==> src/rtl/dr_pkg.sv <==
package dr_pkg;
  typedef enum logic [1:0] {
    S_IDLE = 2'd0,
    S_MAC  = 2'd1,
    S_ACT  = 2'd2,
    S_UPD  = 2'd3
  } dr_state_e;
endpackage

==> src/rtl/dr_wmem.sv <==
// Weight store: one write port, one registered read port (RAM-inferable).
module dr_wmem #(
  parameter int DEPTH = 5,
  parameter int WW    = 16,
  localparam int AW   = $clog2(DEPTH)
) (
  input  logic                 clk,
  input  logic                 we,
  input  logic [AW-1:0]        waddr,
  input  logic signed [WW-1:0] wdata,
  input  logic [AW-1:0]        raddr,
  output logic signed [WW-1:0] rdata
);
  logic signed [WW-1:0] mem [0:DEPTH-1];

  always_ff @(posedge clk) begin
    if (we) mem[waddr] <= wdata;
    rdata <= mem[raddr];
  end
endmodule

==> src/rtl/dr_mac.sv <==
// Multiply-accumulate for the net input, one product per enabled cycle.
module dr_mac #(
  parameter int XW   = 8,
  parameter int WW   = 16,
  parameter int ACCW = 28,
  localparam int PW  = XW + WW
) (
  input  logic                   clk,
  input  logic                   rst,
  input  logic                   clr,
  input  logic                   en,
  input  logic signed [XW-1:0]   x,
  input  logic signed [WW-1:0]   w,
  output logic signed [ACCW-1:0] acc
);
  logic signed [PW-1:0] prod;
  assign prod = x * w;

  always_ff @(posedge clk) begin
    if (rst || clr) acc <= '0;
    else if (en)    acc <= acc + {{(ACCW-PW){prod[PW-1]}}, prod};
  end
endmodule

==> src/rtl/dr_ramp.sv <==
// Ramp activation with its derivative folded into the error term.
module dr_ramp #(
  parameter int XW   = 8,
  parameter int XF   = 6,
  parameter int PF   = 18,
  parameter int ACCW = 28,
  localparam int DW  = XW + 1,
  localparam int SH  = PF - XF
) (
  input  logic signed [ACCW-1:0] u,
  input  logic signed [XW-1:0]   target,
  output logic [XW-1:0]          y,
  output logic signed [DW-1:0]   delta
);
  localparam logic signed [ACCW-1:0] HALF = ACCW'(1) <<< (PF - 1);
  localparam logic [ACCW-1:0]        FULL = ACCW'(1) << PF;
  localparam logic [XW-1:0]          YONE = XW'(1) << XF;

  logic signed [ACCW-1:0] s;
  logic                   below, above, lin;

  assign s     = u + HALF;
  assign below = s[ACCW-1] || (s == '0);
  assign above = !s[ACCW-1] && ($unsigned(s) >= FULL);
  assign lin   = !below && !above;

  always_comb begin
    if (below)      y = '0;
    else if (above) y = YONE;
    else            y = s[SH +: XW];
    delta = lin ? ({target[XW-1], target} - {1'b0, y}) : '0;
  end
endmodule

==> src/rtl/dr_update.sv <==
// Delta-rule step for one weight: shifted product, saturating add, movement test.
module dr_update #(
  parameter int XW  = 8,
  parameter int WW  = 16,
  parameter int SHW = 4,
  localparam int DW  = XW + 1,
  localparam int PRW = DW + XW,
  localparam int SW  = ((WW > PRW) ? WW : PRW) + 1
) (
  input  logic signed [WW-1:0] w_old,
  input  logic signed [XW-1:0] x,
  input  logic signed [DW-1:0] delta,
  input  logic [SHW-1:0]       shift,
  input  logic [WW-1:0]        thresh,
  output logic signed [WW-1:0] w_new,
  output logic                 moved
);
  localparam int WMAX_I = (1 << (WW - 1)) - 1;
  localparam logic signed [SW-1:0] WMAX = SW'(WMAX_I);
  localparam logic signed [SW-1:0] WMIN = SW'(-WMAX_I - 1);

  logic signed [PRW-1:0] prod, step;
  logic signed [SW-1:0]  sum;
  logic signed [WW:0]    diff;
  logic [WW:0]           mag;

  assign prod = delta * x;
  assign step = prod >>> shift;
  assign sum  = {{(SW-WW){w_old[WW-1]}}, w_old} + {{(SW-PRW){step[PRW-1]}}, step};

  always_comb begin
    if (sum > WMAX)      w_new = WMAX[WW-1:0];
    else if (sum < WMIN) w_new = WMIN[WW-1:0];
    else                 w_new = sum[WW-1:0];
  end

  assign diff  = {w_new[WW-1], w_new} - {w_old[WW-1], w_old};
  assign mag   = diff[WW] ? $unsigned(-diff) : $unsigned(diff);
  assign moved = mag > {1'b0, thresh};
endmodule

==> src/rtl/dr_perceptron.sv <==
// Top: vector collection, MAC sweep, activation, per-weight update sweep.
module dr_perceptron
  import dr_pkg::*;
#(
  parameter int N_IN = 4,
  parameter int XW   = 8,
  parameter int XF   = 6,
  parameter int WW   = 16,
  parameter int WF   = 12,   // must equal 2*XF so delta*x lands on the weight grid
  parameter int SHW  = 4,
  localparam int DEPTH = N_IN + 1,
  localparam int AW    = $clog2(DEPTH),
  localparam int PF    = WF + XF,
  localparam int ACCW  = XW + WW + $clog2(DEPTH) + 1,
  localparam int DW    = XW + 1
) (
  input  logic           clk,
  input  logic           rst,
  input  logic           in_valid,
  output logic           in_ready,
  input  logic [XW-1:0]  in_x,
  input  logic [XW-1:0]  in_target,
  input  logic           in_train,
  input  logic           in_pass_end,
  input  logic           wl_en,
  input  logic [AW-1:0]  wl_addr,
  input  logic [WW-1:0]  wl_data,
  input  logic [SHW-1:0] rate_shift,
  input  logic [WW-1:0]  chg_thresh,
  output logic           res_valid,
  output logic [XW-1:0]  res_y,
  output logic           res_err,
  output logic           epoch_done
);
  localparam logic signed [XW-1:0] XONE = XW'(1) <<< XF;
  localparam logic [AW-1:0]        LAST = AW'(N_IN);
  localparam logic [AW-1:0]        LBEAT = AW'(N_IN - 1);

  dr_state_e state;
  logic [AW-1:0] idx, cnt;
  logic signed [XW-1:0] xbuf [0:DEPTH-1];
  logic signed [XW-1:0] tgt_q;
  logic                 train_q, pend_q, moved_q;
  logic signed [DW-1:0] delta_q;

  logic                 accept, accept_last;
  logic signed [XW-1:0] x_cur;
  logic                 mem_we;
  logic [AW-1:0]        mem_waddr, mem_raddr;
  logic signed [WW-1:0] mem_wdata, mem_rdata;
  logic signed [ACCW-1:0] acc;
  logic [XW-1:0]        act_y;
  logic signed [DW-1:0] act_delta;
  logic signed [WW-1:0] upd_w;
  logic                 upd_moved;

  assign in_ready    = (state == S_IDLE) && !wl_en;
  assign accept      = in_valid && in_ready;
  assign accept_last = accept && (cnt == LBEAT);
  assign x_cur       = xbuf[idx];

  // Weight store ports.
  always_comb begin
    mem_we    = 1'b0;
    mem_waddr = wl_addr;
    mem_wdata = wl_data;
    if (state == S_UPD) begin
      mem_we    = 1'b1;
      mem_waddr = idx;
      mem_wdata = upd_w;
    end else if (state == S_IDLE && wl_en && wl_addr <= LAST) begin
      mem_we = 1'b1;
    end
    case (state)
      S_MAC, S_UPD: mem_raddr = (idx == LAST) ? '0 : idx + AW'(1);
      default:      mem_raddr = '0;
    endcase
  end

  dr_wmem #(.DEPTH(DEPTH), .WW(WW)) u_wmem (
    .clk   (clk),
    .we    (mem_we),
    .waddr (mem_waddr),
    .wdata (mem_wdata),
    .raddr (mem_raddr),
    .rdata (mem_rdata)
  );

  dr_mac #(.XW(XW), .WW(WW), .ACCW(ACCW)) u_mac (
    .clk (clk),
    .rst (rst),
    .clr (accept_last),
    .en  (state == S_MAC),
    .x   (x_cur),
    .w   (mem_rdata),
    .acc (acc)
  );

  dr_ramp #(.XW(XW), .XF(XF), .PF(PF), .ACCW(ACCW)) u_ramp (
    .u      (acc),
    .target (tgt_q),
    .y      (act_y),
    .delta  (act_delta)
  );

  dr_update #(.XW(XW), .WW(WW), .SHW(SHW)) u_upd (
    .w_old  (mem_rdata),
    .x      (x_cur),
    .delta  (delta_q),
    .shift  (rate_shift),
    .thresh (chg_thresh),
    .w_new  (upd_w),
    .moved  (upd_moved)
  );

  always_ff @(posedge clk) begin
    if (rst) begin
      state      <= S_IDLE;
      idx        <= '0;
      cnt        <= '0;
      tgt_q      <= '0;
      train_q    <= 1'b0;
      pend_q     <= 1'b0;
      moved_q    <= 1'b0;
      delta_q    <= '0;
      res_valid  <= 1'b0;
      res_y      <= '0;
      res_err    <= 1'b0;
      epoch_done <= 1'b0;
      for (int i = 0; i < DEPTH; i++) xbuf[i] <= (i == N_IN) ? XONE : '0;
    end else begin
      res_valid  <= 1'b0;
      epoch_done <= 1'b0;
      case (state)
        S_IDLE: begin
          if (accept) begin
            xbuf[cnt] <= in_x;
            if (cnt == LBEAT) begin
              cnt     <= '0;
              idx     <= '0;
              tgt_q   <= in_target;
              train_q <= in_train;
              pend_q  <= in_pass_end;
              state   <= S_MAC;
            end else begin
              cnt <= cnt + AW'(1);
            end
          end
        end
        S_MAC: begin
          if (idx == LAST) begin
            idx   <= '0;
            state <= S_ACT;
          end else begin
            idx <= idx + AW'(1);
          end
        end
        S_ACT: begin
          res_valid <= 1'b1;
          res_y     <= act_y;
          res_err   <= (act_y != tgt_q);
          delta_q   <= act_delta;
          idx       <= '0;
          state     <= train_q ? S_UPD : S_IDLE;
        end
        S_UPD: begin
          if (idx == LAST) begin
            idx   <= '0;
            state <= S_IDLE;
            if (pend_q) begin
              epoch_done <= !(moved_q || upd_moved);
              moved_q    <= 1'b0;
            end else begin
              moved_q <= moved_q || upd_moved;
            end
          end else begin
            idx     <= idx + AW'(1);
            moved_q <= moved_q || upd_moved;
          end
        end
        default: state <= S_IDLE;
      endcase
    end
  end
endmodule

==> config.mk <==
export PLATFORM = sky130hd
export DESIGN_NAME = dr_perceptron
export DESIGN_NICKNAME = d
export VERILOG_FILES = /design/src/rtl/dr_pkg.sv /design/src/rtl/dr_wmem.sv /design/src/rtl/dr_mac.sv /design/src/rtl/dr_ramp.sv /design/src/rtl/dr_update.sv /design/src/rtl/dr_perceptron.sv
export SDC_FILE = /design/constraint.sdc
export NUM_CORES = 1
export LEC_CHECK = 0
export ABC_CLOCK_PERIOD_IN_PS = 23500
export CORE_ASPECT_RATIO = 1.4
export CORE_MARGIN = 2
export CORE_UTILIZATION = 35
export CTS_CLUSTER_DIAMETER = 80
export DETAILED_ROUTE_END_ITERATION = 10
export GPL_TIMING_DRIVEN = 0
export PLACE_DENSITY = 0.59
export SYNTH_ARGS = -nofsm -noshare
export SYNTH_HDL_FRONTEND = slang
export SYNTH_HIERARCHICAL = 1
export SYNTH_SLANG_ARGS = --single-unit
==> constraint.sdc <==
create_clock -name clk -period 23.5 [get_ports clk]
set_input_delay 3.525 -clock clk [delete_from_list [all_inputs] [get_ports clk]]
set_output_delay 3.525 -clock clk [all_outputs]
set_load 0.02 [all_outputs]
==> results.txt <==
The final number of hold-violating endpoints was 0. After detailed placement, the total cell area comes to 23900 µm². TritonCTS built the clock tree.

Among the stages of the critical path, the cell type that occurs most often is fa_1. The fraction of power spent switching nets was 0.386. The largest fanout of any net on the critical path was 10; the clock skew after layout was 0.0155 ns.

In this run the mean area of a mapped cell was 9.56 µm². Power spread over the standard cell area amounts to 63.3 nW/µm². The library cell used most frequently in the layout, excluding fill and tap cells, is inv_1. In this run, synthesis inferred 144 flip-flops with an integrated enable.

The tools report the effective utilization at floorplan as 0.355. The largest voltage drop on the vdd net is 0.0689 mV. The final sum of negative setup slack was 0 ns; the area overhead of the layout relative to synthesis was 11.9%. The tools report the number of sinks handled by clock tree synthesis as 230. The final cycle utilization of the critical path came out at 0.681. Cell at the root of the clock tree: clkbuf_16.

Derived from the worst setup path, the maximum achievable clock frequency is 62.5 MHz. In this run, CTS created clock tree buffers numbering 21. For the worst slew slack as a fraction of its limit, the log shows 0.217. The congestion estimate from routability-driven global placement came to 0.898. The die height came out at 301 µm. The logs give 0.473 for the relative contribution of combinational cells to total power and 0 for the count of nets left with antenna violations after detail routing. The tools report the via count of the first global-routing pass as 17600. The run gives 0.274 as the register area share after synthesis. The finished layout cell area was 24700 µm²; the number of unique standard cell types used by synthesis was 98. The worst setup path is launched from a register. The placeable core area was 62200 µm²; the buffers inserted during post-CTS setup optimization was 0.

Setup repair after global routing left no endpoint under its margin. For this run, the number of Yosys warnings is 6. The number of antenna violations at the first check in global routing came out at 0. The transition at the pin with the smallest max-transition slack is 1.16 ns, and the fraction of final layout cells with drive strength greater than 1 is 0.0682. The async set-or-reset flop fraction in the synthesized netlist is 0, and the latest clock arrival within the worst-skew pair is 0.52 ns. In this run the power spent charging and discharging nets is 0.603 mW.

No sink is reached through more buffers than the 3 on the longest clock path. The run gives 65100 µm² as the area enclosed by the die boundary. The path class of the tightest hold or removal check is register to register. Detailed-route wire length: 57400 µm. The number of slew-limit violations in the final report was 0; the clock slew seen by the registers of the worst setup and hold paths was 0.07 ns. Critical setup path kind: register to register. The startpoint identified for the worst hold timing path is res_y[4]. The worst setup path is captured at a register. After detailed routing, the average wire length per cell comes to 17.7 µm.

Number of iterations in the first detailed-routing pass: 7. Leaving out fill and tap cells, the most frequent cells in the layout are 306 x inv_1, 183 x and2_1, 170 x ha_1. The slowest cell on the critical path is o31ai_1. Summed over all nets, the half-perimeter wirelength after detailed placement is 46700 µm. Final net count: 2803. The logs give 0 for the DRC violation count after routing and 0.280 for the part of the power in registers.

The width of the die is 216 µm. The cell area that synthesis handed to floorplanning was 22100 µm². The H-tree depth came out at 1.

The run gives 6268 as the filler cell count in the final layout. Max-cap violations in this run came to 0. The final number of setup-violating endpoints was 0; the via count normalized by instance count was 5.18.

Quantity of gates resized following cts: 0. On the worst path, the slowest cell contributes a delay of 0.81 ns. The tools report the cell count after synthesis as 2306. The logs give 0.178 for the total routing usage reported by global routing and 108 for the placement row count. During I/O placement, the number of pins put on the boundary was 73. The run gives 0 as the total grt overflow. The analysis attributes to cell leakage a power of 10.4 nW. The flow ran to the end, and the final reports show no timing, DRC or antenna violations.

Subtracting the final worst setup slack from the clock period gives 16.01 ns. STA puts the critical path data required time at 23.88 ns. For the cell internal power dissipation, the log shows 0.959 mW. Counting flops and latches in the post-synthesis netlist gives 230. For this run, the leading register cell type out of synthesis is edfxtp_1. Entering global routing, the biggest net connects 17 pins. The number of nets handed over by synthesis was 2705.

The tools report the vias after detailed routing as 16800. The detailed router finished its first iteration with 759 violations. At the worst endpoint, the arrival time is 16.39 ns. The run gives 0.247 as the clock network fraction of design power. For this design, the CTS-stage hold fixing added 0 buffers. The global-route wire length before repair is 93700 µm, and the number of port buffers is 69.
## Yosys cell counts (all sizes together), types with 14 or more instances
| master | instances | area (µm²) |
|---|---|---|
| xor2 | 44 | 393 |
| o211ai | 18 | 135 |
| dfxtp | 86 | 1720 |
| and2 | 183 | 1140 |
| nand2 | 158 | 593 |
| o21a | 15 | 113 |
| xnor2 | 72 | 631 |
| a21o | 44 | 330 |
| mux2i | 40 | 400 |
| o21ai | 87 | 435 |
| and3 | 18 | 121 |
| edfxtp | 144 | 4320 |
| nand4 | 14 | 87.6 |
| ha | 170 | 2130 |
| nand2b | 24 | 158 |
| mux4 | 20 | 450 |
| nand3 | 38 | 190 |
| a221oi | 23 | 233 |
| nor2 | 127 | 479 |
| nor3 | 23 | 115 |
| a211oi | 43 | 343 |
| clkbuf | 51 | 194 |
| inv | 307 | 1150 |
| o31ai | 14 | 105 |
| fa | 168 | 3360 |
| buf | 28 | 203 |
| nor4 | 15 | 169 |
| mux2 | 28 | 315 |
| a21oi | 120 | 608 |
| nor2b | 37 | 231 |
## power groups by stage
| stage | combinational, mW | clock, mW | sequential [mW] |
|---|---|---|---|
| 2_1_floorplan | 0.550 | 0 | 0.445 |
| 3_3_place_gp | 0.722 | 0 | 0.446 |
| 3_5_place_dp | 0.737 | 0 | 0.446 |
| 4_1_cts | 0.742 | 0.394 | 0.437 |
| 5_1_grt | 0.828 | 0.408 | 0.438 |
| 6_report | 0.739 | 0.386 | 0.437 |
## critical path, delay by kind of cell, from the launching register on
family / cells / cell delay [ns]
fa+ha+maj: 8 / 3.60
buf+inv: 9 / 2.00
simple gates: 6 / 1.55
compound gates: 23 / 6.24
flops: 1 / 0.32
mux: 4 / 1.74
xor+xnor: 1 / 0.38
## cell type report
cell class | instances | area (µm²) | area share
Antenna cell | 1 | 2.50 | 0.000101
Buffer | 79 | 397 | 0.0161
Clock buffer | 27 | 609 | 0.0247
Clock inverter | 11 | 171 | 0.00695
Inverter | 309 | 1160 | 0.0470
Multi-Input combinational cell | 1688 | 14500 | 0.588
Sequential cell | 230 | 6050 | 0.245
Tap cell | 825 | 1030 | 0.0418
Timing Repair Buffer | 75 | 754 | 0.0306
## registers in the layout, indices dropped and copies added (netlist names), named ones only
| register | cells |
|---|---|
| epoch_done | 1 |
| xbuf | 64 |
| u_mac/acc | 28 |
| cnt | 3 |
| res_y | 8 |
| moved_q | 1 |
| state | 2 |
| res_err | 1 |
| delta_q | 9 |
| pend_q | 1 |
| train_q | 1 |
| u_wmem/rdata | 16 |
| tgt_q | 8 |
| idx | 3 |
| res_valid | 1 |
| u_wmem/mem | 80 |
## path summary, 6_finish.rpt
check | endpoint | slack [ns] | cells after the start
max | epoch_done | 7.49 | 51
min | res_y[4] | 0.47 | 2
max reg2reg | epoch_done | 7.49 | 51
min reg2reg | res_y[4] | 0.47 | 2
## through the flow
step                total power, mW  hold WS [ns]  setup slack [ns]  instances   util
floorplan                     0.994         0.400             10.40       2306      -
CTS                            1.57         0.466              7.46       3244  0.397
global placement               1.17         0.448              7.74       3200  0.383
global route                   1.67         0.484              6.39       3244  0.397
finish                         1.56         0.466              7.49       3245  0.397
detailed placement             1.18         0.448              7.55       3206  0.384
## routing by layer
metal / vias up / wire length (µm) / track usage
li1: 8122 / - / -
met5: - / 0 / 0
met3: 99 / 1680 / 0.0106
met1: 8247 / 23700 / 0.213
met2: 331 / 30200 / 0.336
met4: 0 / 1920 / 0.0631
## cell families after synthesis
| logic type | count (synthesis) | share of synthesized area |
|---|---|---|
| DFF | 230 | 0.274 |
| buffers and inverters | 388 | 0.0706 |
| xor gates and xnor gates | 116 | 0.0464 |
| and+or+nand+nor | 694 | 0.169 |
| other | 2 | 0.000341 |
| muxes | 88 | 0.0529 |
| adders and majority gates | 338 | 0.249 |
| AOI/OAI and AO/OA | 450 | 0.137 |
(Power assumes the default switching activity.)
